===== config.mk =====
export PLATFORM = sky130hd
export DESIGN_NAME = conv_sched
export DESIGN_NICKNAME = d
export VERILOG_FILES = /design/src/rtl/conv_sched_pkg.sv /design/src/rtl/conv_cycle_len.sv /design/src/rtl/conv_accum.sv /design/src/rtl/conv_sched.sv
export SDC_FILE = /design/constraint.sdc
export NUM_CORES = 1
export LEC_CHECK = 0
export ABC_CLOCK_PERIOD_IN_PS = 5600
export BUFFER_PORTS_ARGS = -buffer_cell sky130_fd_sc_hd__buf_4
export CAP_MARGIN = 20
export CORE_MARGIN = 1.5
export CORE_UTILIZATION = 54
export DETAILED_ROUTE_END_ITERATION = 6
export PLACE_DENSITY = 0.74
export SYNTH_ARGS = -nofsm -noshare
export SYNTH_HDL_FRONTEND = slang
export SYNTH_SLANG_ARGS = --single-unit

===== constraint.sdc =====
create_clock -name clk_i -period 5.6 [get_ports clk_i]
set_input_delay 1.12 -clock clk_i [delete_from_list [all_inputs] [get_ports clk_i]]
set_output_delay 1.12 -clock clk_i [all_outputs]
set_load 0.05 [all_outputs]

===== src/rtl/conv_sched_pkg.sv =====
package conv_sched_pkg;

    typedef enum logic [1:0] {
        ST_IDLE  = 2'd0,
        ST_START = 2'd1,
        ST_WAIT  = 2'd2,
        ST_SRST  = 2'd3
    } sched_state_e;

endpackage


===== src/rtl/conv_cycle_len.sv =====
module conv_cycle_len #(
    parameter int CNT_W              = 17,
    parameter int SHORT_PERIOD_TICKS = 128,
    parameter int BASE_PERIOD_TICKS  = 625,
    parameter int CT_TICKS_0         = 128,
    parameter int CT_TICKS_1         = 70,
    parameter int CT_TICKS_2         = 40,
    parameter int CT_TICKS_3         = 24,
    parameter int AVG_COUNT          = 8
) (
    input  logic [2:0]       period_code_i,
    input  logic [1:0]       ctime_code_i,
    input  logic             avg_en_i,
    output logic [CNT_W-1:0] cycle_ticks_o
);

    logic [CNT_W-1:0] period_ticks;
    logic [CNT_W-1:0] conv_ticks;
    logic [CNT_W-1:0] meas_ticks;

    always_comb begin
        // code 0 is the short period, codes 1..7 double from the base
        if (period_code_i == 3'd0) begin
            period_ticks = CNT_W'(SHORT_PERIOD_TICKS);
        end else begin
            period_ticks = CNT_W'(BASE_PERIOD_TICKS) << (period_code_i - 3'd1);
        end

        unique case (ctime_code_i)
            2'd0:    conv_ticks = CNT_W'(CT_TICKS_0);
            2'd1:    conv_ticks = CNT_W'(CT_TICKS_1);
            2'd2:    conv_ticks = CNT_W'(CT_TICKS_2);
            default: conv_ticks = CNT_W'(CT_TICKS_3);
        endcase

        meas_ticks    = avg_en_i ? conv_ticks * CNT_W'(AVG_COUNT) : conv_ticks;
        // the cycle stretches when the measurement does not fit the period
        cycle_ticks_o = (meas_ticks > period_ticks) ? meas_ticks : period_ticks;
    end

endmodule


===== src/rtl/conv_accum.sv =====
module conv_accum #(
    parameter int DATA_W    = 16,
    parameter int AVG_SHIFT = 3
) (
    input  logic              clk_i,
    input  logic              rst_ni,
    input  logic              clear_i,
    input  logic              add_i,
    input  logic [DATA_W-1:0] data_i,
    output logic [DATA_W-1:0] mean_o
);

    localparam int SUM_W = DATA_W + AVG_SHIFT;

    logic signed [SUM_W-1:0] acc_d, acc_q;
    logic signed [SUM_W-1:0] sample_ext;
    logic signed [SUM_W-1:0] shifted;

    always_comb begin
        sample_ext = {{AVG_SHIFT{data_i[DATA_W-1]}}, data_i};
        acc_d      = (clear_i ? '0 : acc_q) + (add_i ? sample_ext : '0);
        // mean includes the sample being added this cycle
        shifted    = acc_d >>> AVG_SHIFT;
        mean_o     = shifted[DATA_W-1:0];
    end

    always_ff @(posedge clk_i or negedge rst_ni) begin
        if (!rst_ni) begin
            acc_q <= '0;
        end else begin
            acc_q <= acc_d;
        end
    end

    // a fresh measurement starts from an empty sum
    assert_acc_clear_R4: assert property (@(posedge clk_i) disable iff (!rst_ni)
        (clear_i && !add_i) |=> (acc_q == '0));

endmodule


===== src/rtl/conv_sched.sv =====
module conv_sched
    import conv_sched_pkg::*;
#(
    parameter int DATA_W             = 16,
    parameter int CNT_W              = 17,
    parameter int SHORT_PERIOD_TICKS = 128,
    parameter int BASE_PERIOD_TICKS  = 625,
    parameter int CT_TICKS_0         = 128,
    parameter int CT_TICKS_1         = 70,
    parameter int CT_TICKS_2         = 40,
    parameter int CT_TICKS_3         = 24,
    parameter int AVG_COUNT          = 8,
    parameter int SRST_TICKS         = 20
) (
    input  logic              clk_i,
    input  logic              rst_ni,
    input  logic              tick_i,
    input  logic [2:0]        period_code_i,
    input  logic [1:0]        ctime_code_i,
    input  logic              avg_en_i,
    input  logic              mode_wr_i,
    input  logic              mode_wdata_i,
    input  logic              oneshot_wr_i,
    input  logic              srst_wr_i,
    input  logic              conv_done_i,
    input  logic [DATA_W-1:0] conv_data_i,
    output logic              conv_start_o,
    output logic [DATA_W-1:0] result_o,
    output logic              result_valid_o,
    output logic              oneshot_o,
    output logic              shutdown_o,
    output logic              soft_rst_o
);

    localparam int AVG_SHIFT = $clog2(AVG_COUNT);
    localparam int SIDX_W    = (AVG_SHIFT > 0) ? AVG_SHIFT : 1;
    localparam int RCNT_W    = $clog2(SRST_TICKS + 1);

    typedef struct packed {
        sched_state_e      st;
        logic [CNT_W-1:0]  per_cnt;
        logic              due;
        logic [SIDX_W-1:0] sidx;
        logic              avg_meas;
        logic              os_meas;
        logic              shut;
        logic              os;
        logic [RCNT_W-1:0] rcnt;
        logic [DATA_W-1:0] res;
        logic              vld;
    } sched_s;

    localparam sched_s RESET_S = '{
        st:       ST_IDLE,
        per_cnt:  '0,
        due:      1'b1,
        sidx:     '0,
        avg_meas: 1'b0,
        os_meas:  1'b0,
        shut:     1'b0,
        os:       1'b0,
        rcnt:     '0,
        res:      '0,
        vld:      1'b0
    };

    sched_s           sched_d, sched_q;
    logic [CNT_W-1:0] cycle_ticks;
    logic [DATA_W-1:0] mean;
    logic             acc_clear, acc_add;
    logic             timer_hit, last_sample;

    conv_cycle_len #(
        .CNT_W              (CNT_W),
        .SHORT_PERIOD_TICKS (SHORT_PERIOD_TICKS),
        .BASE_PERIOD_TICKS  (BASE_PERIOD_TICKS),
        .CT_TICKS_0         (CT_TICKS_0),
        .CT_TICKS_1         (CT_TICKS_1),
        .CT_TICKS_2         (CT_TICKS_2),
        .CT_TICKS_3         (CT_TICKS_3),
        .AVG_COUNT          (AVG_COUNT)
    ) u_cycle_len (
        .period_code_i (period_code_i),
        .ctime_code_i  (ctime_code_i),
        .avg_en_i      (avg_en_i),
        .cycle_ticks_o (cycle_ticks)
    );

    conv_accum #(
        .DATA_W    (DATA_W),
        .AVG_SHIFT (AVG_SHIFT)
    ) u_accum (
        .clk_i   (clk_i),
        .rst_ni  (rst_ni),
        .clear_i (acc_clear),
        .add_i   (acc_add),
        .data_i  (conv_data_i),
        .mean_o  (mean)
    );

    always_comb begin
        sched_d     = sched_q;
        sched_d.vld = 1'b0;
        acc_clear   = 1'b0;
        acc_add     = 1'b0;
        timer_hit   = tick_i && !sched_q.due &&
                      (sched_q.per_cnt >= cycle_ticks - CNT_W'(1));
        last_sample = sched_q.avg_meas ? (sched_q.sidx == SIDX_W'(AVG_COUNT - 1)) : 1'b1;

        // period timer counts ticks from the last launch, then latches due
        if (timer_hit) begin
            sched_d.due = 1'b1;
        end else if (tick_i && !sched_q.due) begin
            sched_d.per_cnt = sched_q.per_cnt + CNT_W'(1);
        end

        unique case (sched_q.st)
            ST_IDLE: begin
                if (sched_q.os || (!sched_q.shut && (sched_q.due || timer_hit))) begin
                    sched_d.st       = ST_START;
                    sched_d.sidx     = '0;
                    sched_d.avg_meas = avg_en_i;
                    sched_d.os_meas  = sched_q.os;
                    sched_d.due      = 1'b0;
                    sched_d.per_cnt  = '0;
                    acc_clear        = 1'b1;
                end
            end
            ST_START: begin
                sched_d.st = ST_WAIT;
            end
            ST_WAIT: begin
                if (conv_done_i) begin
                    acc_add = 1'b1;
                    if (last_sample) begin
                        sched_d.st  = ST_IDLE;
                        sched_d.res = sched_q.avg_meas ? mean : conv_data_i;
                        sched_d.vld = 1'b1;
                        if (sched_q.os_meas) begin
                            sched_d.os = 1'b0;
                        end
                    end else begin
                        sched_d.sidx = sched_q.sidx + SIDX_W'(1);
                        sched_d.st   = ST_START;
                    end
                end
            end
            default: begin
                if (tick_i) begin
                    if (sched_q.rcnt == RCNT_W'(SRST_TICKS - 1)) begin
                        sched_d = RESET_S;
                    end else begin
                        sched_d.rcnt = sched_q.rcnt + RCNT_W'(1);
                    end
                end
            end
        endcase

        // control writes; all ignored while the reset pulse runs
        if (sched_q.st != ST_SRST) begin
            if (mode_wr_i) begin
                sched_d.shut = mode_wdata_i;
            end
            if (oneshot_wr_i) begin
                sched_d.os   = 1'b1;
                sched_d.shut = 1'b1;
            end
            if (srst_wr_i) begin
                sched_d.st   = ST_SRST;
                sched_d.rcnt = '0;
                sched_d.vld  = 1'b0;
            end
        end
    end

    always_ff @(posedge clk_i or negedge rst_ni) begin
        if (!rst_ni) begin
            sched_q <= RESET_S;
        end else begin
            sched_q <= sched_d;
        end
    end

    assign conv_start_o   = (sched_q.st == ST_START);
    assign soft_rst_o     = (sched_q.st == ST_SRST);
    assign result_o       = sched_q.res;
    assign result_valid_o = sched_q.vld;
    assign oneshot_o      = sched_q.os;
    assign shutdown_o     = sched_q.shut;

    assert_start_pulse_R10: assert property (@(posedge clk_i) disable iff (!rst_ni)
        conv_start_o |=> !conv_start_o);

    assert_valid_pulse_R10: assert property (@(posedge clk_i) disable iff (!rst_ni)
        result_valid_o |=> !result_valid_o);

    assert_shut_no_launch_R6: assert property (@(posedge clk_i) disable iff (!rst_ni)
        (sched_q.st == ST_IDLE && shutdown_o && !oneshot_o) |=> !conv_start_o);

    assert_os_forces_shut_R7: assert property (@(posedge clk_i) disable iff (!rst_ni)
        (oneshot_wr_i && !srst_wr_i && !soft_rst_o) |=> (oneshot_o && shutdown_o));

    assert_os_clear_R7: assert property (@(posedge clk_i) disable iff (!rst_ni)
        $fell(oneshot_o) |-> (result_valid_o || $past(soft_rst_o)));

    assert_srst_cause_R9: assert property (@(posedge clk_i) disable iff (!rst_ni)
        $rose(soft_rst_o) |-> $past(srst_wr_i));

    assert_srst_exit_R9: assert property (@(posedge clk_i) disable iff (!rst_ni)
        $fell(soft_rst_o) |-> (!shutdown_o && !oneshot_o));

endmodule


Yosys cells after proc, flatten, opt, wreduce, memory -nomap -nowiden
Cells that the tools add are included.
{"block": "word_totals", "reg_bits": 68, "input_bits": 30, "output_inout_bits": 21, "elab_cells": 103}
{"block": "op_classes", "n_addsub": 6, "order_cmp": 2, "eq_ne": 12, "shifts": 1, "mux": 45, "bitwise_logic": 3, "reduce_logical": 22}
{"operator": "$mux W17", "count": 7}
{"operator": "$mux W49", "count": 1}
{"operator": "$mux W19", "count": 2}
{"operator": "$pmux W18 S2", "count": 1}
{"operator": "$pmux W17 S2", "count": 1}
{"operator": "$mux W27", "count": 1}
{"operator": "$mux W25", "count": 1}
{"operator": "$pmux W8 S3", "count": 1}
{"operator": "$add A19 B19 Y19", "count": 1}
{"operator": "$add A17 B1 Y17 const B", "count": 1}
{"operator": "$ge A17 B17 Y1", "count": 1}
{"operator": "$gt A17 B17 Y1", "count": 1}
{"operator": "$shl A10 B3 Y17 const A", "count": 1}
{"operator": "$sub A17 B1 Y17 const B", "count": 1}
{"operator": "$mux W16", "count": 1}
{"operator": "$mux W5", "count": 3}
{"operator": "$mux W1", "count": 14}
{"operator": "$mux W11", "count": 1}
{"operator": "$ne A2 B2 Y1 const B", "count": 5}
{"operator": "$pmux W3 S3", "count": 1}
{"operator": "$mux W2", "count": 4}
{"operator": "$reduce_bool A2 Y1", "count": 4}
{"operator": "$mux W7", "count": 1}
{"operator": "$eq A2 B2 Y1 const B", "count": 3}
{"operator": "other kinds (22)", "count": 33}

Depth between registers and ports, before layout
Gate-level depths: netlist (run 1).
{"block": "logic_depth", "word_depth": 21, "depth_mapped": 46, "mapped_depth_nobuf": 43}

Cells and area by module
A second synthesis (run 1) with hierarchy kept.
{"block": "hier_totals", "cells_unflattened": 716, "area_unflattened_um2": 6268.5}
{"mod": "conv_sched", "instances": 1, "cells_each": 400, "area_each_um2": 3709.8, "seq_area_each_um2": 1227.4}
{"mod": "conv_accum", "instances": 1, "cells_each": 190, "area_each_um2": 1677.9, "seq_area_each_um2": 475.5}
{"mod": "conv_cycle_len", "instances": 1, "cells_each": 126, "area_each_um2": 880.8, "seq_area_each_um2": 0.0}

Worst setup path after synthesis (run 1)
No wires, ideal clock.
{"block": "synth_timing", "path_type": "input-to-reg", "start": "in period_code_i[0]", "end": "reg sched_q, in the netlist result_o[9]", "t_arrival_ps": 8444, "t_required_ps": 5529, "slack_ps": -2915, "stages": 43, "cell_sequence": "inv_1 > ha_1 > buf_1 > nand2_1 > o21ai_0 > a22o_1 > inv_1 > ha_1 > nand4_1 > nor2_1 > o31a_1 > nor2_1 > a221o_1 > a21oi_4 > buf_6 > nor2_1 > a21oi_1 > ha_1 > [7 not listed] > a31oi_1 > o21ai_0 > a21oi_1 > o21ai_0 > clkbuf_1 > and2_1 > ha_1 > inv_1 > fa_1 > nor2b_1 > o31a_1 > o31a_1 > o21ai_1 > nand2b_1 > a31oi_1 > o21bai_1 > or3_1 > nand4_1"}
{"block": "synth_via", "elab_chain_cells": 19, "elab_cells_between_ends": 20, "cone_classes": "3 x add/sub; 2 x order compare; 1 x shift; 9 x mux; 5 x reduce/logical"}
{"element": "start, declared", "line_no": "conv_sched.sv:18", "text": "input logic [2:0] period_code_i,"}
{"element": "$sub A3 B1 Y3", "line_no": "conv_cycle_len.sv:26", "text": "period_ticks = CNT_W'(BASE_PERIOD_TICKS) << (period_code_i - 3'd1);"}
{"element": "$shl A10 B3 Y17", "line_no": "conv_cycle_len.sv:26"}
{"element": "$mux W17 *", "line_no": "conv_cycle_len.sv:23", "text": "if (period_code_i == 3'd0) begin"}
{"element": "$gt A17 B17 Y1", "line_no": "conv_cycle_len.sv:38", "text": "cycle_ticks_o = (meas_ticks > period_ticks) ? meas_ticks : period_ticks;"}
{"element": "$mux W17 *", "line_no": "conv_cycle_len.sv:38"}
{"element": "$sub A17 B1 Y17 *", "line_no": "conv_sched.sv:107", "text": "(sched_q.per_cnt >= cycle_ticks - CNT_W'(1));"}
{"element": "$ge A17 B17 Y1 *", "line_no": "conv_sched.sv:107"}
{"element": "$logic_and A1 B1 Y1 *", "line_no": "conv_sched.sv:106", "text": "timer_hit = tick_i && !sched_q.due &&"}
{"element": "[3 not listed]"}
{"element": "$mux W1 *", "line_no": "conv_sched.sv:119", "text": "if (sched_q.os || (!sched_q.shut && (sched_q.due || timer_hit))) begin"}
{"element": "$mux W1 *", "line_no": "conv_sched.sv:117", "text": "unique case (sched_q.st)"}
{"element": "$mux W19 *", "line_no": "conv_accum.sv:21", "text": "acc_d = (clear_i ? '0 : acc_q) + (add_i ? sample_ext : '0);"}
{"element": "$add A19 B19 Y19 *", "line_no": "conv_accum.sv:21"}
{"element": "$mux W16 *", "line_no": "conv_sched.sv:137", "text": "sched_d.res = sched_q.avg_meas ? mean : conv_data_i;"}
{"element": "$mux W17 *", "line_no": "conv_sched.sv:135", "text": "if (last_sample) begin"}
{"element": "$mux W17 *", "line_no": "conv_sched.sv:133", "text": "if (conv_done_i) begin"}
{"element": "$pmux W17 S2 *", "line_no": "conv_sched.sv:117"}
{"element": "end signal, assigned", "line_no": "conv_sched.sv:180", "text": "sched_q <= sched_d;"}
{"element": "end, declared", "line_no": "conv_sched.sv:67", "text": "sched_s sched_d, sched_q;"}
Mark *: on every way between the ends. The rest lies on a longest branch, timed or not. The select of a mux whose other input is x is not followed.
A chain may end at the register's enable or synchronous reset.

Worst setup path in the final report (run 1)
{"block": "layout_timing", "start": "in period_code_i[0]", "end": "reg sched_q, in the netlist result_o[15]"}
{"block": "layout_via", "elab_chain_cells": 19, "elab_cells_between_ends": 20, "cone_classes": "3 x add/sub; 2 x order compare; 1 x shift; 9 x mux; 5 x reduce/logical"}
{"element": "$sub A3 B1 Y3", "line_no": "conv_cycle_len.sv:26"}
{"element": "$shl A10 B3 Y17", "line_no": "conv_cycle_len.sv:26"}
{"element": "$mux W17 *", "line_no": "conv_cycle_len.sv:23"}
{"element": "$gt A17 B17 Y1", "line_no": "conv_cycle_len.sv:38"}
{"element": "$mux W17 *", "line_no": "conv_cycle_len.sv:38"}
{"element": "$sub A17 B1 Y17 *", "line_no": "conv_sched.sv:107"}
{"element": "$ge A17 B17 Y1 *", "line_no": "conv_sched.sv:107"}
{"element": "$logic_and A1 B1 Y1 *", "line_no": "conv_sched.sv:106"}
{"element": "[4 not listed]"}
{"element": "$mux W1 *", "line_no": "conv_sched.sv:117"}
{"element": "$mux W19 *", "line_no": "conv_accum.sv:21"}
{"element": "$add A19 B19 Y19 *", "line_no": "conv_accum.sv:21"}
{"element": "via mean[15]", "line_no": "conv_sched.sv:69", "text": "logic [DATA_W-1:0] mean;"}
{"element": "$mux W16 *", "line_no": "conv_sched.sv:137"}
{"element": "$mux W17 *", "line_no": "conv_sched.sv:135"}
{"element": "$mux W17 *", "line_no": "conv_sched.sv:133"}
{"element": "$pmux W17 S2 *", "line_no": "conv_sched.sv:117"}
The timed path passes the listed nets; every way through them passes the cells marked *. The select of a mux whose other input is x is not followed.

==> results_dict.tcl, run 1 <==
set metrics [dict create \
    status "finished, violations left" \
    violations "setup timing" \
    avgSynthCellArea_um2 8.55 \
    report.final.slew_viol_count 0 \
    synth_area_um2 5560 \
    antenna_left 0 \
    tightest_slew_ns 1.05 \
    wl_per_cell_um 17.9 \
    setup_viol 60 \
    rsz0062_at_grt "yes" \
    cts_max_level 3 \
    design.core.area_um2 9860 \
    clock.fmax_mhz 129 \
    grt-ovfl-total 0 \
    crit_arrival_ns 8.02 \
    clock_sinks 68 \
    root_buffer "clkbuf_8" \
    area_growth_pct 39.4 \
    finalCoreUtilization 0.786 \
    path_max_fanout 4 \
    grtUsageTotal 0.300 \
    drt-pass1-iter-count 6 \
    setup_ws_ns -2.17 \
    crit_type "in -> reg" \
    clk-insertion-delay-late_ns 0.36 \
    vias 5604 \
    clock_path_buffers 2 \
    cellPowerDensity_nw_per_um2 380 \
    drc 0 \
    yosysUniqueCellTypes 64 \
    synth-seq-cells 68 \
    cts_tree "built" \
    clock_skew_ns 0.0141 \
    fillerInstances 605 \
    cts.clk_slew.worst_paths_ns 0.08 \
    grt_pass1_wl_um 26500 \
    synthArstFlopShare 1.00 \
    hold_path_class "reg -> reg" \
    cp_slowest_cell "a221o_1" \
    gp_congestion 0.932 \
    synth_fp_nets 743 \
    timing.slew.headroom 0.298 \
    numCtsBuffers 9 \
    ys.flop_type "dfrtp_1" \
    finalHoldViolCount 0 \
    leakagePower_uw 0.00375 \
    io_buffers 50 \
    die_h_um 105 \
    grt_pass1_vias 5520 \
    fp.dieW_um 105 \
    synth_edf_count 0 \
    synth.top_cells.by_area "dfrtp_1 30%, ha_1 14%, xnor2_1 4.7%" \
    synth.most_common_cell "dfrtp_1" \
    drive_above_1_share 0.367 \
    hpwl_um 10900 \
    end_kind "register" \
    viasPerCell 5.93 \
    synth_cells 651 \
    drt-total-wl_um 16900 \
    ys_seq_area_frac 0.306 \
    ios 51 \
    drt_iter0_markers 347 \
    finalCritPeriodShare 1.39 \
    grt_max_degree 69 \
    antenna-diode-count 0 \
    synthTopCellsByCount "67 x dfrtp_1, 61 x ha_1, 59 x nand2_1, 51 x nor2_1, 42 x o21ai_0" \
    dp_slack_ns -2.57 \
    yosysTopAreaCellShare 0.301 \
    start_util 0.564 \
    antenna_found_initial 0 \
    vdd_ir_drop_max_mv 0.377 \
    nets 900 \
    cpPeakStageDelay_ns 0.39 \
    dieArea_um2 10900 \
    fin_crit_ns 7.77 \
    start_kind "primary input" \
    yosys.area.top_type "dfrtp_1" \
    rows 36 \
    maxCapViolations 0 \
    cp.required_ns 5.86 \
    yosysWarnings 0 \
]
-- layer usage --
metal	wire [um]	up-vias	track usage
met2	8210	229	0.476
li1	-	2617	-
met5	0	-	0
met4	420	0	0.104
met1	7340	2714	0.414
met3	979	44	0.0482
-- power breakdown --
part	internal, uW	switching [uW]	total, uW
Clock	227	200	427
Sequential	629	133	761
Combinational	774	987	1760
Total	1630	1320	2950
-- per-stage QoR --
stage | hold WS (ns) | instance area [um2] | power [uW] | cells | setup TNS, ns
after floorplan | 0.450 | 5670 | 1720 | 651 | -83.14
after global placement | 0.462 | 6780 | 2120 | 901 | -86.26
after detailed placement | 0.471 | 6780 | 2160 | 901 | -93.49
after CTS | 0.489 | 7430 | 2750 | 934 | -61.05
after global routing | 0.527 | 7750 | 3110 | 945 | -92.12
final | 0.488 | 7750 | 2950 | 945 | -72.41
-- cell usage in the layout (no fill, tap or decap), drive strengths merged, types with 4 or more instances in the layout --
| cell | count |
|---|---|
| xnor2 | 30 |
| clkbuf | 11 |
| a22o | 4 |
| nor4 | 4 |
| a31oi | 9 |
| o21bai | 4 |
| ha | 61 |
| nand2b | 5 |
| o21ai | 48 |
| mux2i | 19 |
| nor2 | 51 |
| nand2 | 59 |
| nand4 | 9 |
| dfrtp | 67 |
| a21oi | 43 |
| xor2 | 10 |
| a21o | 18 |
| or3 | 7 |
| o21a | 9 |
| and2 | 17 |
| nor3 | 25 |
| nor2b | 7 |
| inv | 31 |
| buf | 186 |
| nand3 | 17 |
| and3 | 16 |
-- logic make-up (layout without fill, tap and decap cells) --
logic type / count (synthesis) / in the layout / synth area share
AO/OA/AOI/OAI: 165 / 165 / 0.191
multiplexers: 20 / 20 / 0.0362
flip-flops: 68 / 68 / 0.306
buffers and inverters: 72 / 233 / 0.0618
AND/OR/NAND/NOR: 224 / 224 / 0.201
XOR/XNOR: 40 / 40 / 0.0630
adder cells (fa/ha/maj): 62 / 62 / 0.141
-- registers in the layout, summed over array words and instances (netlist names) --
name	flops
sched_q	30
u_accum.acc_q	19
result_o	16
oneshot_o	1
result_valid_o	1
shutdown_o	1
-- area by class of cell --
type | instances | area, um2 | area share
Clock buffer | 11 | 151 | 0.0195
Timing Repair Buffer | 186 | 1450 | 0.187
Tap cell | 133 | 166 | 0.0215
Clock inverter | 4 | 48.8 | 0.00629
Multi-Input combinational cell | 511 | 4110 | 0.530
Sequential cell | 68 | 1700 | 0.220
Inverter | 32 | 124 | 0.0160
-- final timing paths --
path / startpoint / depth (start not counted) / end / slack, ns
worst max-delay path: period_code_i[0] / 43 / result_o[15]$_DFFE_PN0P_ / -2.17
worst min-delay path: result_o[8]$_DFFE_PN0P_ / 2 / result_o[8]$_DFFE_PN0P_ / 0.49
worst max register to register: sched_q[46]$_DFF_PN0_ / 21 / result_o[15]$_DFFE_PN0P_ / 1.31
worst min register to register: result_o[8]$_DFFE_PN0P_ / 2 / result_o[8]$_DFFE_PN0P_ / 0.49
max in group asynchronous: rst_ni / 1 / sched_q[36]$_DFF_PN0_ / 4.16
min in group asynchronous: rst_ni / 1 / result_o[2]$_DFFE_PN0P_ / 0.88
-- critical path, delay by kind of cell --
kind	cells	cell delay (ns)
buf+inv	4	0.41
compound gates	19	3.21
xor+xnor	2	0.24
simple gates	12	1.57
fa+ha+maj	6	1.43
-- repair_timing --
| action | 4_1_cts | 5_1_grt |
|---|---|---|
| hold buffers | 0 | 0 |
| setup endpoints to repair | 60 | 60 |
| resized for setup | 63 | 49 |
| setup buffers | 21 | 14 |
| pin swaps | 32 | 48 |
| cloned | 0 | 0 |
Note: power is estimated with default switching activity, not from simulation.
==> run 2: changes to the inputs <==
Settings changed: RECOVER_POWER set to 100.
==> run 2 against run 1 <==
The flow finishes with violations (capacitance limit, slew limit, setup timing). Sequential share of layout area is 0.21 points higher. Final cell count did not move. Largest power group unchanged. Flip-flop and latch count unchanged. Critical path type unchanged. Highest routed layer unchanged. Clock skew is essentially flat. Largest cell class unchanged. Clock power about the same.
==> results_dict.tcl, run 2 (same netlist as run 1, synthesis figures left out) <==
set metrics [dict create \
    status "finished, violations left" \
    violations "capacitance limit, slew limit, setup timing" \
    antenna-diode-count 0 \
    cts_tree "built" \
    drt-total-wl_um 17000 \
    dieArea_um2 10900 \
    cp_num_buf_inv 4 \
    use_met2 0.476 \
    path_max_fanout 4 \
    fin_crit_ns 7.78 \
    setup-tns-final_ns -72.68 \
    ios 51 \
    crit_type "in -> reg" \
    finalHoldViolCount 0 \
    r2r-end "result_o[15]$_DFFE_PN0P_" \
    grt-busiest-layer "met2" \
    design.core.area_um2 9860 \
    r2r_setup_slack_ns 1.31 \
    crit_family "compound AO/OA/AOI/OAI gates" \
    setup.worst_path.start "period_code_i[0]" \
    drive_above_1_share 0.344 \
    die_h_um 105 \
    cellPowerDensity_nw_per_um2 380 \
    antenna_found_initial 0 \
    crit_cells 43 \
    grt-ovfl-total 0 \
    hold_path_class "reg -> reg" \
    leakagePower_uw 0.00368 \
    drc 0 \
    cts.clk_slew.worst_paths_ns 0.08 \
    viasPerCell 5.94 \
    hpwl_um 10900 \
    grt_pass1_vias 5520 \
    tightest_slew_ns 3.68 \
    cp_slowest_cell "a221o_1" \
    wl_per_cell_um 17.9 \
    clock_sinks 68 \
    finalCoreUtilization 0.779 \
    drt-pass1-iter-count 5 \
    largest_reg_flops 30 \
    crit_arrival_ns 8.03 \
    cp.required_ns 5.86 \
    maxCapViolations 1 \
    end_kind "register" \
    gr-usage-met3 0.0482 \
    report.final.slew_viol_count 69 \
    crit_end "result_o[15]$_DFFE_PN0P_" \
    gp_congestion 0.932 \
    root_buffer "clkbuf_8" \
    fin_hold_ws_ns 0.485 \
    start_util 0.564 \
    grt_max_degree 69 \
    layout_commonest_cell "buf_4" \
    grtUsageTotal 0.300 \
    finalCritPeriodShare 1.39 \
    vdd_ir_drop_max_mv 0.376 \
    clock_path_buffers 2 \
    largest-register "sched_q" \
    antenna_left 0 \
    grt_util_met1 0.414 \
    setup_ws_ns -2.18 \
    final_cell_mix "158 x buf_4, 67 x dfrtp_1, 57 x nand2_1" \
    r2r-start "sched_q[46]$_DFF_PN0_" \
    fp.dieW_um 105 \
    io_buffers 50 \
    start_kind "primary input" \
    r2r_cells 21 \
    rows 36 \
    nets 900 \
    clock_skew_ns 0.0142 \
    clock.fmax_mhz 129 \
    area_growth_pct 38.1 \
    cpPeakStageDelay_ns 0.39 \
    setup_viol 60 \
    numCtsBuffers 9 \
    clk-insertion-delay-late_ns 0.36 \
    cts_max_level 3 \
    timing.slew.headroom -1.45 \
    grt_pass1_wl_um 26500 \
    vias 5616 \
    rsz0062_at_grt "yes" \
    drt_iter0_markers 348 \
]
-- run 2: timing repair --
item,in CTS,in global routing
pin swaps,32,48
setup buffers,21,14
resized for setup,63,49
gates cloned,0,0
endpoints found under the setup margin,60,60
hold buffers,0,0
-- run 2: power by group --
part	leakage [uW]	internal [uW]	switching, uW	total [uW]
sequential	0.000899	629	131	760
clock	0.000105	227	201	427
combinational	0.00267	743	990	1730
total	0.00368	1600	1320	2920
-- run 2: tightest hold or removal path: stages, from the launching register on --
cell and delay [ns]:
dfrtp_1 0.34, nand2_1 0.05, o21ai_1 0.06
-- run 2: area by class of cell --
type	instances	area (um2)
Clock inverter	4	48.8
Multi-Input combinational cell	511	4110
Inverter	32	124
Clock buffer	11	151
Tap cell	133	166
Sequential cell	68	1700
Timing Repair Buffer	186	1380
Fill cell	621	2180
-- run 2: worst min path at each step --
stage,startpoint,end,slack (ns),cells past startpoint
after detailed placement,result_o[7]$_DFFE_PN0P_,result_o[7]$_DFFE_PN0P_,0.47,2
after global routing,result_o[3]$_DFFE_PN0P_,result_o[3]$_DFFE_PN0P_,0.53,2
final,result_o[8]$_DFFE_PN0P_,result_o[8]$_DFFE_PN0P_,0.48,2
after CTS,result_o[7]$_DFFE_PN0P_,result_o[7]$_DFFE_PN0P_,0.49,2
after global placement,result_o[6]$_DFFE_PN0P_,result_o[6]$_DFFE_PN0P_,0.46,2
after floorplan,result_o[11]$_DFFE_PN0P_,result_o[11]$_DFFE_PN0P_,0.45,2
-- run 2: per-layer routing --
metal / vias up / part of all wire / wire (um)
li1: 2617 / - / -
met1: 2740 / 0.43 / 7330
met2: 221 / 0.49 / 8270
met3: 38 / 0.057 / 958
met4: 0 / 0.023 / 397
met5: - / 0 / 0
-- run 2: stage by stage --
step	setup slack, ns	instances	area (um2)	total power [uW]
global placement	-2.38	901	6780	2120
finish	-2.18	945	7680	2920
floorplan	-2.41	651	5670	1720
CTS	-1.93	934	7430	2750
detailed placement	-2.57	901	6780	2160
global route	-2.56	945	7680	3070
